==> config.mk <==
export PLATFORM = sky130hd
export DESIGN_NAME = eic_top
export DESIGN_NICKNAME = d
export VERILOG_FILES = /design/src/rtl/eic_pkg.sv /design/src/rtl/eic_ctrl.sv /design/src/rtl/eic_datapath.sv /design/src/rtl/eic_top.sv
export SDC_FILE = /design/constraint.sdc
export NUM_CORES = 1
export LEC_CHECK = 0
export BUFFER_PORTS_ARGS = -buffer_cell sky130_fd_sc_hd__buf_2
export CAP_MARGIN = 20
export CORE_MARGIN = 2
export CORE_UTILIZATION = 30
export CTS_CLUSTER_DIAMETER = 80
export DETAILED_ROUTE_END_ITERATION = 8
export MAX_ROUTING_LAYER = met4
export PLACE_DENSITY = 0.48
export SYNTH_ARGS = -nofsm -noshare
export SYNTH_HDL_FRONTEND = slang
export SYNTH_SLANG_ARGS = --single-unit
==> constraint.sdc <==
create_clock -name clk -period 3.7 [get_ports clk]
set_input_delay 0.37 -clock clk [delete_from_list [all_inputs] [get_ports clk]]
set_output_delay 0.37 -clock clk [all_outputs]
set_load 0.1 [all_outputs]
==> src/rtl/eic_pkg.sv <==
package eic_pkg;

  typedef enum logic [2:0] {
    SEL_INTEN  = 3'd0,
    SEL_WAKE   = 3'd1,
    SEL_RISE   = 3'd2,
    SEL_FALL   = 3'd3,
    SEL_SWTRIG = 3'd4,
    SEL_PEND   = 3'd5,
    SEL_NONE   = 3'd7
  } regSel_e;

  typedef struct packed {
    logic    wrIntEn;
    logic    wrWake;
    logic    wrRise;
    logic    wrFall;
    logic    wrSwTrig;
    logic    wrPend;
    regSel_e rdSel;
  } eicStrobe_t;

endpackage

==> src/rtl/eic_ctrl.sv <==
module eic_ctrl
  import eic_pkg::*;
#(
  parameter int ADDR_W = 5
) (
  input  logic              clk,
  input  logic              rstN,
  input  logic              busSel,
  input  logic              busWrite,
  input  logic [ADDR_W-1:0] busAddr,
  output eicStrobe_t        strb
);

  localparam int IDX_W = ADDR_W - 2;

  logic [IDX_W-1:0] wordIdx;
  logic             unusedAddr;

  assign wordIdx    = busAddr[ADDR_W-1:2];
  assign unusedAddr = ^busAddr[1:0];

  always_comb begin
    strb       = '0;
    strb.rdSel = SEL_NONE;
    if (busSel && busWrite) begin
      case (wordIdx)
        IDX_W'(0): strb.wrIntEn  = 1'b1;
        IDX_W'(1): strb.wrWake   = 1'b1;
        IDX_W'(2): strb.wrRise   = 1'b1;
        IDX_W'(3): strb.wrFall   = 1'b1;
        IDX_W'(4): strb.wrSwTrig = 1'b1;
        IDX_W'(5): strb.wrPend   = 1'b1;
        default:   ;
      endcase
    end else if (busSel) begin
      case (wordIdx)
        IDX_W'(0): strb.rdSel = SEL_INTEN;
        IDX_W'(1): strb.rdSel = SEL_WAKE;
        IDX_W'(2): strb.rdSel = SEL_RISE;
        IDX_W'(3): strb.rdSel = SEL_FALL;
        IDX_W'(4): strb.rdSel = SEL_SWTRIG;
        IDX_W'(5): strb.rdSel = SEL_PEND;
        default:   strb.rdSel = SEL_NONE;
      endcase
    end
  end


  one_write_chk: assert property (@(posedge clk) disable iff (!rstN)
    $onehot0({strb.wrIntEn, strb.wrWake, strb.wrRise, strb.wrFall, strb.wrSwTrig, strb.wrPend}));


  rd_wr_excl_chk: assert property (@(posedge clk) disable iff (!rstN)
    (|{strb.wrIntEn, strb.wrWake, strb.wrRise, strb.wrFall, strb.wrSwTrig, strb.wrPend})
      |-> (strb.rdSel == SEL_NONE));

endmodule

==> src/rtl/eic_datapath.sv <==
module eic_datapath
  import eic_pkg::*;
#(
  parameter int LINES  = 23,
  parameter int DATA_W = 32
) (
  input  logic              clk,
  input  logic              rstN,
  input  eicStrobe_t        strb,
  input  logic [LINES-1:0]  wdata,
  input  logic [LINES-1:0]  lineIn,
  output logic [DATA_W-1:0] rdata,
  output logic              irqOut,
  output logic [LINES-1:0]  wakeEvt
);

  logic [LINES-1:0] syncA, syncB, prevQ;
  logic [LINES-1:0] riseStb, fallStb, edgeHit;
  logic [LINES-1:0] intEnQ, wakeQ, riseSelQ, fallSelQ, swTrigQ, pendQ;
  logic [LINES-1:0] swSet, pendClr;

  for (genvar i = 0; i < LINES; i++) begin : g_line
    always_ff @(posedge clk or negedge rstN) begin
      if (!rstN) begin
        syncA[i] <= 1'b0;
        syncB[i] <= 1'b0;
        prevQ[i] <= 1'b0;
      end else begin
        syncA[i] <= lineIn[i];
        syncB[i] <= syncA[i];
        prevQ[i] <= syncB[i];
      end
    end
    assign riseStb[i] = syncB[i] & ~prevQ[i];
    assign fallStb[i] = ~syncB[i] & prevQ[i];
  end

  assign edgeHit = (riseStb & riseSelQ) | (fallStb & fallSelQ);
  assign swSet   = strb.wrSwTrig ? wdata : '0;
  assign pendClr = strb.wrPend ? wdata : '0;

  always_ff @(posedge clk or negedge rstN) begin
    if (!rstN) begin
      intEnQ   <= '0;
      wakeQ    <= '0;
      riseSelQ <= '0;
      fallSelQ <= '0;
      swTrigQ  <= '0;
      pendQ    <= '0;
    end else begin
      if (strb.wrIntEn) intEnQ   <= wdata;
      if (strb.wrWake)  wakeQ    <= wdata;
      if (strb.wrRise)  riseSelQ <= wdata;
      if (strb.wrFall)  fallSelQ <= wdata;
      swTrigQ <= (swTrigQ | swSet) & ~pendClr;
      pendQ   <= (pendQ & ~pendClr) | edgeHit | swSet;
    end
  end

  always_comb begin
    case (strb.rdSel)
      SEL_INTEN:  rdata = DATA_W'(intEnQ);
      SEL_WAKE:   rdata = DATA_W'(wakeQ);
      SEL_RISE:   rdata = DATA_W'(riseSelQ);
      SEL_FALL:   rdata = DATA_W'(fallSelQ);
      SEL_SWTRIG: rdata = DATA_W'(swTrigQ);
      SEL_PEND:   rdata = DATA_W'(pendQ);
      default:    rdata = '0;
    endcase
  end

  assign irqOut  = |(pendQ & intEnQ);
  assign wakeEvt = edgeHit & wakeQ;


  edge_latch_chk: assert property (@(posedge clk) disable iff (!rstN)
    1'b1 |=> ((pendQ & $past(edgeHit)) == $past(edgeHit)));


  pend_hold_chk: assert property (@(posedge clk) disable iff (!rstN)
    !strb.wrPend |=> ((pendQ & $past(pendQ)) == $past(pendQ)));


  clear_lose_chk: assert property (@(posedge clk) disable iff (!rstN)
    strb.wrPend |=> ((pendQ & $past(wdata & ~edgeHit)) == '0));


  sw_set_chk: assert property (@(posedge clk) disable iff (!rstN)
    strb.wrSwTrig |=> ((pendQ & $past(wdata)) == $past(wdata)));


  wake_pulse_chk: assert property (@(posedge clk) disable iff (!rstN)
    1'b1 |=> ((wakeEvt & $past(wakeEvt)) == '0));

endmodule

==> src/rtl/eic_top.sv <==
module eic_top
  import eic_pkg::*;
#(
  parameter int LINES  = 23,
  parameter int ADDR_W = 5
) (
  input  logic              clk,
  input  logic              rstN,
  input  logic              busSel,
  input  logic              busWrite,
  input  logic [ADDR_W-1:0] busAddr,
  input  logic [31:0]       busWdata,
  output logic [31:0]       busRdata,
  input  logic [LINES-1:0]  lineIn,
  output logic              irqOut,
  output logic [LINES-1:0]  wakeEvt
);

  localparam int DATA_W = 32;

  eicStrobe_t strb;
  logic       unusedWdata;

  assign unusedWdata = ^busWdata;

  eic_ctrl #(.ADDR_W(ADDR_W)) u_ctrl (
    .clk      (clk),
    .rstN     (rstN),
    .busSel   (busSel),
    .busWrite (busWrite),
    .busAddr  (busAddr),
    .strb     (strb)
  );

  eic_datapath #(.LINES(LINES), .DATA_W(DATA_W)) u_dp (
    .clk     (clk),
    .rstN    (rstN),
    .strb    (strb),
    .wdata   (busWdata[LINES-1:0]),
    .lineIn  (lineIn),
    .rdata   (busRdata),
    .irqOut  (irqOut),
    .wakeEvt (wakeEvt)
  );

endmodule

==> results by group, run 1 <==
Run status
  – Status: complete, no violations

GRT
  – Tot GR Track Use: 15.96%
  – Met2 Resource Use GR: 23.61%
  – Initial antenna violation count: 1
  – Met1 usage: 22.84%
  – GRT overflow: 0
  – Top Usage Layer GRT: met2
  – Vias in the first global route: 6011
  – First-pass GRT wire length: 36500 um
  – Largest net degree at the start of global routing: 85
  – Met3 GRT Util: 2.690%

Synthesis
  – Post-synth cell types: 44
  – Average size of a mapped cell: 12.98 um2
  – Cell Area, Synth: 8723 um2
  – Synth Register Bits: 207
  – Top-count cell post-synth: dfrtp_1
  – Share of the synthesized area in the top cell type: 59.38%
  – Synth Flop Type: dfrtp_1
  – Synth top area cells: dfrtp_1 59%, mux2_2 12%, a21oi_1 3.1%
  – Yosys warns: 0
  – List of most frequent post-synthesis cells: 207 x dfrtp_1, 90 x mux2_2, 63 x nand2_1, 54 x a21oi_1, 30 x o21ai_0
  – Top cell type by total area after synthesis: dfrtp_1
  – EDFF count, synth: 0
  – Post-synthesis sequential area ratio: 59.38%
  – Post-synthesis async set-or-reset flop share: 100.0%
  – Cells after Synth: 672

Timing
  – Hold Vio Cnt, Final: 0
  – Clock skew: 0.01128 ns
  – Period utilisation layout: 78.69%
  – Worst slew pin tran: 0.7462 ns
  – Rel. slew slack: 50.25%
  – # setup viols final: 0
  – Fin crit period: 2.912 ns
  – Hold Slack: 0.1223 ns
  – RSZ-0062 raised after global routing: false
  – Maximum clock frequency: 343.4 MHz
  – Post-route setup TNS: 0 ns
  – Slew Viols, Final: 0

Worst setup path
  – Worst setup path class: primary input to primary output
  – Crit path DAT: 2.54 ns
  – CP Launch Type: primary input
  – Worst-path maximum fanout: 20
  – CP Capture Type: primary output
  – WP data required: 3.33 ns

Finish
  – Post-route cell area: 10780 um2
  – Fill cells: 2802
  – Layout cell share with drive strength beyond 1: 32.77%
  – Multi-input gate area: 3301 um2
  – Layout area overhead: 23.55%
  – FF+latch area: 5180 um2
  – Fin nets: 877

Die
  – Num rows: 62
  – Die width: 174.5 um
  – DIE HEIGHT: 174.5 um
  – Die area: 30460 um2
  – Total I/O pin count: 120
  – Core area: 28700 um2
  – Initial core utilization: 30.39%

Clocking
  – Root buf cell: clkbuf_16
  – Hold Buf Count CTS: 24
  – Clock Path Buffers: 3
  – Post-CTS Resized: 0
  – Worst skew pair latency: 0.52 ns
  – TritonCTS buffer count: 25
  – Clock Sinks: 207
  – Post-CTS setup buffers: 0
  – CTS tree: done
  – Worst-path clk slew: 0.06 ns
  – H-tree depth: 1

Routing
  – 1st-pass router iterations: 5
  – Vias: 5965
  – Routed Antenna Nets: 0
  – Wire per inst: 19.29 um
  – First DRT Iteration DRCs: 451
  – DRC: 0
  – Vias per inst: 4.909
  – Total Wirelength: 23430 um

Placement
  – Gpl congestion: 0.7650
  – Post-DP HPWL: 15230 um
  – Placed Area: 9708 um2
  – Port Buffers: 99

Worst hold path
  – Class of the worst hold path: primary input to flop

Power and ir drop
  – Static leakage: 4.666 nW
  – VDD IR max: 309.6 uV
  – Power per cell area: 602.9 nW/um2

Flow run
  – Total of max-cap violations: 0
[power breakdown]
part / total, mW / switching [mW] / internal (mW)
Clock: 2.45 / 0.937 / 1.52
Combinational: 1.15 / 0.698 / 0.448
Sequential: 2.90 / 0.274 / 2.62
[through the flow]
| step | setup WS [ns] | instances | total power, mW | util (%) |
|---|---|---|---|---|
| floorplan | 0.1483 | 680 | 3.729 | - |
| global placement | 0.7914 | 1146 | 4.052 | 33.82 |
| detailed placement | 0.7974 | 1146 | 4.066 | 33.82 |
| CTS | 0.7832 | 1214 | 6.586 | 37.54 |
| global route | 0.6558 | 1215 | 6.811 | 37.55 |
| finish | 0.7884 | 1215 | 6.498 | 37.55 |
[state kept, by name (all words and copies together) (netlist names)]
signal,cells
u_dp.fallSelQ,23
u_dp.prevQ,23
u_dp.riseSelQ,23
u_dp.intEnQ,23
u_dp.swTrigQ,23
u_dp.pendQ,23
u_dp.wakeQ,23
u_dp.syncB,23
u_dp.syncA,23
[layout by cell type (no fill, tap or decap), types with 2 or more instances in the layout]
cell type,instances
clkbuf_8,7
mux2_1,2
a21oi_1,54
dfrtp_1,207
nand2_1,63
buf_4,18
clkbuf_16,25
clkinv_2,2
conb_1,9
a22oi_1,18
mux2i_1,19
nor3_4,2
mux4_2,11
o211ai_1,10
inv_1,7
bufinv_16,2
nand3b_1,24
nor2_1,13
buf_12,4
nand2b_1,2
mux2_2,90
a222oi_1,7
nand3_1,2
o21ai_0,30
clkbuf_1,7
buf_2,98
and2_1,23
a221o_1,23
dlygate4sd3_1,24
nor2_2,5
a31oi_1,4
[layer usage]
layer / vias to the layer above / wire [um]
li1: 2745 / -
met1: 3021 / 11430
met2: 162 / 10290
met3: 37 / 1178
met4: 0 / 535
met5: - / 0
[worst max-delay path, stage by stage]
cell	delay (ns)
buf_2	0.57
buf_4	0.27
buf_4	0.21
mux4_2	0.52
nand2_1	0.07
o21ai_0	0.16
buf_2	0.35
[area by class of cell]
class,instances,area share [%]
clock buffers,39,6.942
multi-input cells,427,30.62
inverters,7,0.2438
repair buffers,145,8.916
well taps,384,4.458
flip-flops and latches,207,48.06
diodes,1,0.02322
clock inverters,5,0.7314
[cell families (layout without fill, tap and decap cells)]
kind of cell / count (synthesis) / in the layout / synth area share (%)
other cells: 1 / 10 / 0.04299
buf+inv: 46 / 196 / 3.227
flops: 207 / 207 / 59.38
simple gates: 145 / 145 / 9.079
mux: 122 / 122 / 16.90
compound gates: 151 / 151 / 11.37
[final timing paths]
| kind | start | to | slack [ns] | cells past startpoint |
|---|---|---|---|---|
| setup / recovery | busAddr[2] | busRdata[13] | 0.79 | 7 |
| hold / removal | busWdata[9] | u_dp.swTrigQ[9] | 0.12 | 2 |
| setup reg to reg | u_dp.syncB[19] | u_dp.pendQ[19] | 2.69 | 3 |
| hold reg to reg | u_dp.syncA[22] | u_dp.syncB[22] | 0.34 | 0 |
| max in group asynchronous | rstN | u_dp.fallSelQ[8] | 2.39 | 3 |
| min in group asynchronous | rstN | u_dp.prevQ[14] | 0.44 | 2 |
Note: power is estimated with default switching activity, not from simulation.
==> inputs of run 2 (changes only) <==
- PLACE_DENSITY: 0.48 -> 0.5
- clock period: 3.7 -> 2.6 ns (I/O delays scaled with it)
==> run 2 against run 1 <==
Clock skew down 0.0054 ns; global-route usage barely moved; power rose by 41%; combinational power grew 50%; via count decreased by 0.15%; largest power group unchanged; first-iteration DRC count shrank 15%; sequential power rose by 42%; critical endpoint is now busRdata[16].
==> results by group, run 2 (same netlist as run 1, synthesis figures left out) <==
Die
  – Total I/O pin count: 120 (unchanged)
  – DIE HEIGHT: 174.5 um (unchanged)
  – Core area: 28700 um2 (unchanged)
  – Num rows: 62 (unchanged)
  – Die area: 30460 um2 (unchanged)
  – Initial core utilization: 30.39% (unchanged)
  – Die width: 174.5 um (unchanged)

Routing
  – Vias: 5956 (was 5965)
  – Routed Antenna Nets: 0 (unchanged)
  – 1st-pass router iterations: 4 (was 5)
  – Vias per inst: 4.834 (was 4.909)
  – Wire per inst: 18.89 um (was 19.29 um)
  – Total Wirelength: 23270 um (was 23430 um)
  – DRC: 0 (unchanged)
  – First DRT Iteration DRCs: 383 (was 451)

Power and ir drop
  – Power per cell area: 822.9 nW/um2 (was 602.9 nW/um2)
  – Register share of total power: 45.1% (was 44.6%)
  – Internal Pwr Total: 6.420 mW (was 4.589 mW)
  – Switching pwr: 2.725 mW (was 1.909 mW)
  – Static leakage: 4.780 nW (was 4.666 nW)
  – Comb pwr share: 18.8% (was 17.6%)
  – VDD IR max: 438.2 uV (was 309.6 uV)
  – Clk network pwr share: 36.2% (was 37.8%)
  – Switch share: 29.80% (was 29.37%)
  – Overall Power: 9.145 mW (was 6.498 mW)

Worst setup path
  – CP max stage delay: 0.49 ns (was 0.57 ns)
  – Worst R2R Start: u_dp.riseSelQ[17] (was u_dp.syncB[19])
  – Setup slack, reg-to-reg: 1.57 ns (was 2.69 ns)
  – WP data required: 2.34 ns (was 3.33 ns)
  – Worst setup path class: flop to primary output (was primary input to primary output)
  – Slowest stage cell on the critical path: a222oi_1 (was buf_2)
  – CP cell instances: mux4_2, a222oi_1, inv_1, buf_12 (was buf_2, buf_4, buf_4, mux4_2, nand2_1, o21ai_0, buf_2)
  – Crit-path leading delay family: compound AO/OA/AOI/OAI gates (was buffers and inverters)
  – CP Capture Type: primary output (unchanged)
  – Reg2reg path depth: 3 (unchanged)
  – R2R Path End: u_dp.pendQ[17] (was u_dp.pendQ[19])
  – Critical path buffers and inverters: 2 (was 4)
  – Worst-path maximum fanout: 3 (was 20)
  – CP Launch Type: flop (was primary input)
  – Crit path DAT: 2.23 ns (was 2.54 ns)

Finish
  – Fin nets: 891 (was 877)
  – Layout cell share with drive strength beyond 1: 33.85% (was 32.77%)
  – Fill cells: 2778 (was 2802)
  – Commonest non-fill, non-tap cells in the layout: 207 x dfrtp_1, 90 x mux2_2, 79 x buf_2 (was 207 x dfrtp_1, 98 x buf_2, 90 x mux2_2)
  – Most common cell after layout, fill and taps aside: dfrtp_1 (unchanged)
  – FF+latch area: 5180 um2 (unchanged)
  – Layout area overhead: 27.40% (was 23.55%)
  – Fin cells: 1232 (was 1215)
  – Multi-input gate area: 3313 um2 (was 3301 um2)

Placement
  – Cell total after placement: 1157 (was 1146)
  – Post-DP HPWL: 15830 um (was 15230 um)
  – Post-Place Setup Slack: 0.2425 ns (was 0.7974 ns)
  – Port Buffers: 99 (unchanged)
  – Gpl congestion: 0.7480 (was 0.7650)

Run status
  – Status: complete, no violations (unchanged)

Timing
  – Post-route setup TNS: 0 ns (unchanged)
  – Clock skew: 0.005860 ns (was 0.01128 ns)
  – Setup ws final: 0.1145 ns (was 0.7884 ns)
  – Period utilisation layout: 95.60%
  – Maximum clock frequency: 402.3 MHz
  – Hold Vio Cnt, Final: 0 (unchanged)
  – # setup viols final: 0 (unchanged)
  – Worst slew pin tran: 0.7138 ns (was 0.7462 ns)
  – Rel. slew slack: 52.41% (was 50.25%)
  – Slew Viols, Final: 0 (unchanged)
  – RSZ-0062 raised after global routing: false (unchanged)
  – Hold Slack: 0.02267 ns (was 0.1223 ns)
  – Fin crit period: 2.486 ns

GRT
  – GRT overflow: 0 (unchanged)
  – Tot GR Track Use: 15.95% (was 15.96%)
  – Largest net degree at the start of global routing: 86 (was 85)
  – First-pass GRT wire length: 36730 um (was 36500 um)
  – Vias in the first global route: 6146 (was 6011)
  – Initial antenna violation count: 3 (was 1)

Clocking
  – H-tree depth: 1 (unchanged)
  – TritonCTS buffer count: 25 (unchanged)
  – Post-CTS setup buffers: 0 (unchanged)
  – Clock Path Buffers: 3 (unchanged)
  – Worst-path clk slew: 0.06 ns (about the same)
  – CTS tree: done (unchanged)
  – Clock Sinks: 207 (unchanged)
  – Worst skew pair latency: 0.51 ns (was 0.52 ns)
  – Root buf cell: clkbuf_16 (unchanged)

Worst hold path
  – Class of the worst hold path: primary input to flop (unchanged)
  – Worst Hold End: u_dp.swTrigQ[8] (was u_dp.swTrigQ[9])
  – Hold path startpoint: busWdata[8] (was busWdata[9])
  – Hold Crit Depth: 2 (unchanged)

Flow run
  – Total of max-cap violations: 0 (unchanged)
==> run 2: power groups by stage <==
stage / combinational [mW] / sequential, mW / clock (mW)
floorplan: 1.29 / 4.02 / 0
global placement: 1.68 / 4.16 / 0
detailed placement: 1.70 / 4.17 / 0
CTS: 1.74 / 4.12 / 3.43
global route: 1.85 / 4.19 / 3.54
finish: 1.72 / 4.12 / 3.31
==> run 2: cell type report <==
class	instances	share of cell area, %
inverters	7	0.2364
flip-flops and latches	207	46.61
clock buffers	36	6.361
diodes	3	0.06755
clock inverters	9	0.6643
well taps	384	4.323
repair buffers	159	11.92
multi-input cells	427	29.81
==> run 2: worst reg2reg max path, delay by kind of cell, from the launching register on <==
kind	cells	cell delay, ns
AO/OA/AOI/OAI	2	0.44
AND/OR/NAND/NOR	1	0.09
flip-flops	1	0.40
==> run 2: per-layer routing <==
metal,vias to the layer above,GRT usage (%),wire [um]
met1,2991,22.35,11220
met2,147,24.14,10540
met4,0,3.924,426
met5,-,-,0
li1,2781,-,-
met3,37,2.734,1094
==> run 2: worst max-delay path by stage <==
stage	depth (start not counted)	to	from
finish	4	busRdata[16]	u_dp.fallSelQ[16]
global route	5	irqOut	u_dp.intEnQ[9]
CTS	5	irqOut	u_dp.intEnQ[9]
detailed placement	6	busRdata[13]	busAddr[2]
global placement	6	busRdata[13]	busAddr[2]
floorplan	4	busRdata[13]	busAddr[3]
==> run 2: metrics by stage <==
stage               area, um2  util, %
finish                  11110    38.72
global route            11110    38.72
CTS                     11100    38.67
detailed placement      10040    34.99
global placement        10040    34.99
floorplan                8791        -
==> run 2: what timing repair did <==
item / CTS / global route
gates resized for setup: 2 / 1
setup endpoints to repair: 1 / 1
hold buffers: 27 / 0
pin swaps: 0 / 1
endpoints found under the hold margin: 107 / 0
==> inputs of run 3 (changes only) <==
- BUFFER_PORTS_ARGS: -buffer_cell sky130_fd_sc_hd__buf_2 -> -buffer_cell sky130_fd_sc_hd__buf_4
- CORE_MARGIN: 2 -> 1
- PLACE_DENSITY: 0.5 -> 0.48
- clock period: 2.6 -> 2.64 ns (I/O delays scaled with it)
==> run 3 against run 2 <==
Clock power is 2% higher; die area is 2.3% lower; non-clock buffer count is 15 higher; critical path type unchanged.
==> results by group, run 3 (same netlist as run 1, synthesis figures left out) <==
Run status
  – Status: complete, no violations (unchanged)

GRT
  – First-pass GRT wire length: 36840 um (was 36730 um)
  – Vias in the first global route: 6096 (was 6146)
  – Initial antenna violation count: 0 (was 3)
  – GRT overflow: 0 (unchanged)
  – Largest net degree at the start of global routing: 69 (was 86)
  – Tot GR Track Use: 16.46% (was 15.95%)

Finish
  – Fin nets: 906 (was 891)
  – Fin cells: 1243 (was 1232)
  – Ant. Diodes: 0 (was 3)
  – Post-route cell area: 11290 um2 (was 11110 um2)
  – Layout area overhead: 29.39% (was 27.40%)
  – Fill cells: 2748 (was 2778)
  – Multi-input gate area: 3319 um2 (was 3313 um2)
  – Most common cell after layout, fill and taps aside: dfrtp_1 (unchanged)
  – Final Core Density: 39.43% (was 38.72%)
  – Commonest non-fill, non-tap cells in the layout: 207 x dfrtp_1, 122 x buf_4, 90 x mux2_2 (was 207 x dfrtp_1, 90 x mux2_2, 79 x buf_2)
  – FF+latch area: 5180 um2 (unchanged)
  – Layout cell share with drive strength beyond 1: 32.60% (was 33.85%)

Clocking
  – H-tree depth: 1 (unchanged)
  – Clock Sinks: 207 (unchanged)
  – Worst-path clk slew: 0.05 ns (was 0.06 ns)
  – Root buf cell: clkbuf_16 (unchanged)
  – CTS tree: done (unchanged)
  – TritonCTS buffer count: 25 (unchanged)
  – Worst skew pair latency: 0.52 ns (was 0.51 ns)
  – Clock Path Buffers: 3 (unchanged)
  – Post-CTS setup buffers: 0 (unchanged)

Die
  – Die width: 172.5 um (was 174.5 um)
  – Num rows: 62 (unchanged)
  – Initial core utilization: 30.47% (was 30.39%)
  – Core area: 28630 um2 (was 28700 um2)
  – Total I/O pin count: 120 (unchanged)
  – Die area: 29760 um2 (was 30460 um2)
  – DIE HEIGHT: 172.5 um (was 174.5 um)

Timing
  – Period utilisation layout: 96.23%
  – Rel. slew slack: 48.65% (was 52.41%)
  – Setup ws final: 0.09966 ns (was 0.1145 ns)
  – Fin crit period: 2.540 ns
  – RSZ-0062 raised after global routing: false (unchanged)
  – Worst slew pin tran: 0.7678 ns (was 0.7138 ns)
  – Hold Vio Cnt, Final: 0 (unchanged)
  – Hold Slack: 0.2973 ns (was 0.02267 ns)
  – Slew Viols, Final: 0 (unchanged)
  – Clock skew: 0.01401 ns (was 0.005860 ns)
  – # setup viols final: 0 (unchanged)
  – Maximum clock frequency: 393.6 MHz

Routing
  – Total Wirelength: 23580 um (was 23270 um)
  – Vias per inst: 4.834 (about the same)
  – DRC: 0 (unchanged)
  – First DRT Iteration DRCs: 477 (was 383)
  – Routed Antenna Nets: 0 (unchanged)
  – Wire per inst: 18.97 um (was 18.89 um)
  – Vias: 6009 (was 5956)
  – 1st-pass router iterations: 5 (was 4)

Worst setup path
  – CP Capture Type: primary output (unchanged)
  – Worst-path maximum fanout: 3 (unchanged)
  – Worst R2R Start: u_dp.riseSelQ[21] (was u_dp.riseSelQ[17])
  – Setup slack, reg-to-reg: 1.60 ns (was 1.57 ns)
  – WP data required: 2.38 ns (was 2.34 ns)
  – Reg2reg path depth: 3 (unchanged)
  – CP Launch Type: flop (unchanged)
  – Crit path DAT: 2.28 ns (was 2.23 ns)
  – Worst setup path class: flop to primary output (unchanged)
  – R2R Path End: u_dp.pendQ[21] (was u_dp.pendQ[17])

Power and ir drop
  – Power per cell area: 809.0 nW/um2 (was 822.9 nW/um2)
  – Internal Pwr Total: 6.464 mW (was 6.420 mW)
  – Clk network pwr share: 36.9% (was 36.2%)
  – VDD IR max: 348.2 uV (was 438.2 uV)
  – Switching pwr: 2.667 mW (was 2.725 mW)
  – Switch share: 29.21% (was 29.80%)
  – Register share of total power: 44.4% (was 45.1%)
  – Comb pwr share: 18.7% (was 18.8%)
  – Static leakage: 4.841 nW (was 4.780 nW)

Placement
  – Gpl congestion: 0.7701 (was 0.7480)
  – Placed Area: 9993 um2 (was 10040 um2)
  – Post-DP HPWL: 15400 um (was 15830 um)
  – Port Buffers: 99 (unchanged)
  – Post-Place Setup Slack: 0.3571 ns (was 0.2425 ns)
  – Cell total after placement: 1152 (was 1157)

Worst hold path
  – Class of the worst hold path: primary input to asynchronous set/reset pin (was primary input to flop)

Flow run
  – Total of max-cap violations: 0 (unchanged)
-- run 3: how the worst max path moves through the flow --
stage / from / slack, ns / cells after the start / to
after global routing: u_dp.intEnQ[9] / 0.07 / 5 / irqOut
final: u_dp.intEnQ[9] / 0.1 / 5 / irqOut
after detailed placement: busAddr[2] / 0.36 / 6 / u_dp.swTrigQ[11]
after global placement: busAddr[2] / 0.37 / 5 / busRdata[16]
after floorplan: busAddr[3] / -0.66 / 4 / busRdata[13]
after CTS: u_dp.intEnQ[9] / 0.09 / 5 / irqOut
-- run 3: final cells by class --
| type | count | area share, % |
|---|---|---|
| clock inverter | 6 | 0.7427 |
| timing repair buffer | 174 | 13.05 |
| clock buffer | 38 | 6.418 |
| sequential | 207 | 45.89 |
| multi-input combinational | 427 | 29.41 |
| tap | 384 | 4.257 |
| inverter | 7 | 0.2328 |
-- run 3: stage by stage --
step	setup TNS, ns	total power [mW]
2_1_floorplan	-3.425	5.233
3_3_place_gp	0	5.743
3_5_place_dp	0	5.764
4_1_cts	0	9.240
5_1_grt	0	9.569
6_report	0	9.132
-- run 3: worst max-delay path: stages, from the launching register on --
cell	delay, ns
dfrtp_1	0.44
a22o_1	0.30
a221oi_2	0.22
nand3_1	0.18
or3_4	0.42
buf_6	0.20
-- run 3: metal layers --
| metal | GRT usage [%] | vias to the layer above | part of all wire, % |
|---|---|---|---|
| li1 | - | 2809 | - |
| met3 | 2.409 | 29 | 4.4 |
| met1 | 23.56 | 3018 | 48 |
| met5 | - | - | 0 |
| met2 | 24.19 | 153 | 45 |
| met4 | 4.464 | 0 | 1.9 |
-- run 3: power by group through the flow --
| stage | Clock (mW) | Combinational [mW] | Sequential (mW) |
|---|---|---|---|
| 2_1_floorplan | 0 | 1.27 | 3.96 |
| 3_3_place_gp | 0 | 1.64 | 4.10 |
| 3_5_place_dp | 0 | 1.66 | 4.10 |
| 4_1_cts | 3.46 | 1.72 | 4.06 |
| 5_1_grt | 3.61 | 1.84 | 4.12 |
| 6_report | 3.37 | 1.71 | 4.06 |
-- run 3: timing repair --
action	4_1_cts	5_1_grt
hold buffers	47	0
setup endpoints to repair	1	0
resized for setup	3	0
hold endpoints to repair	109	0
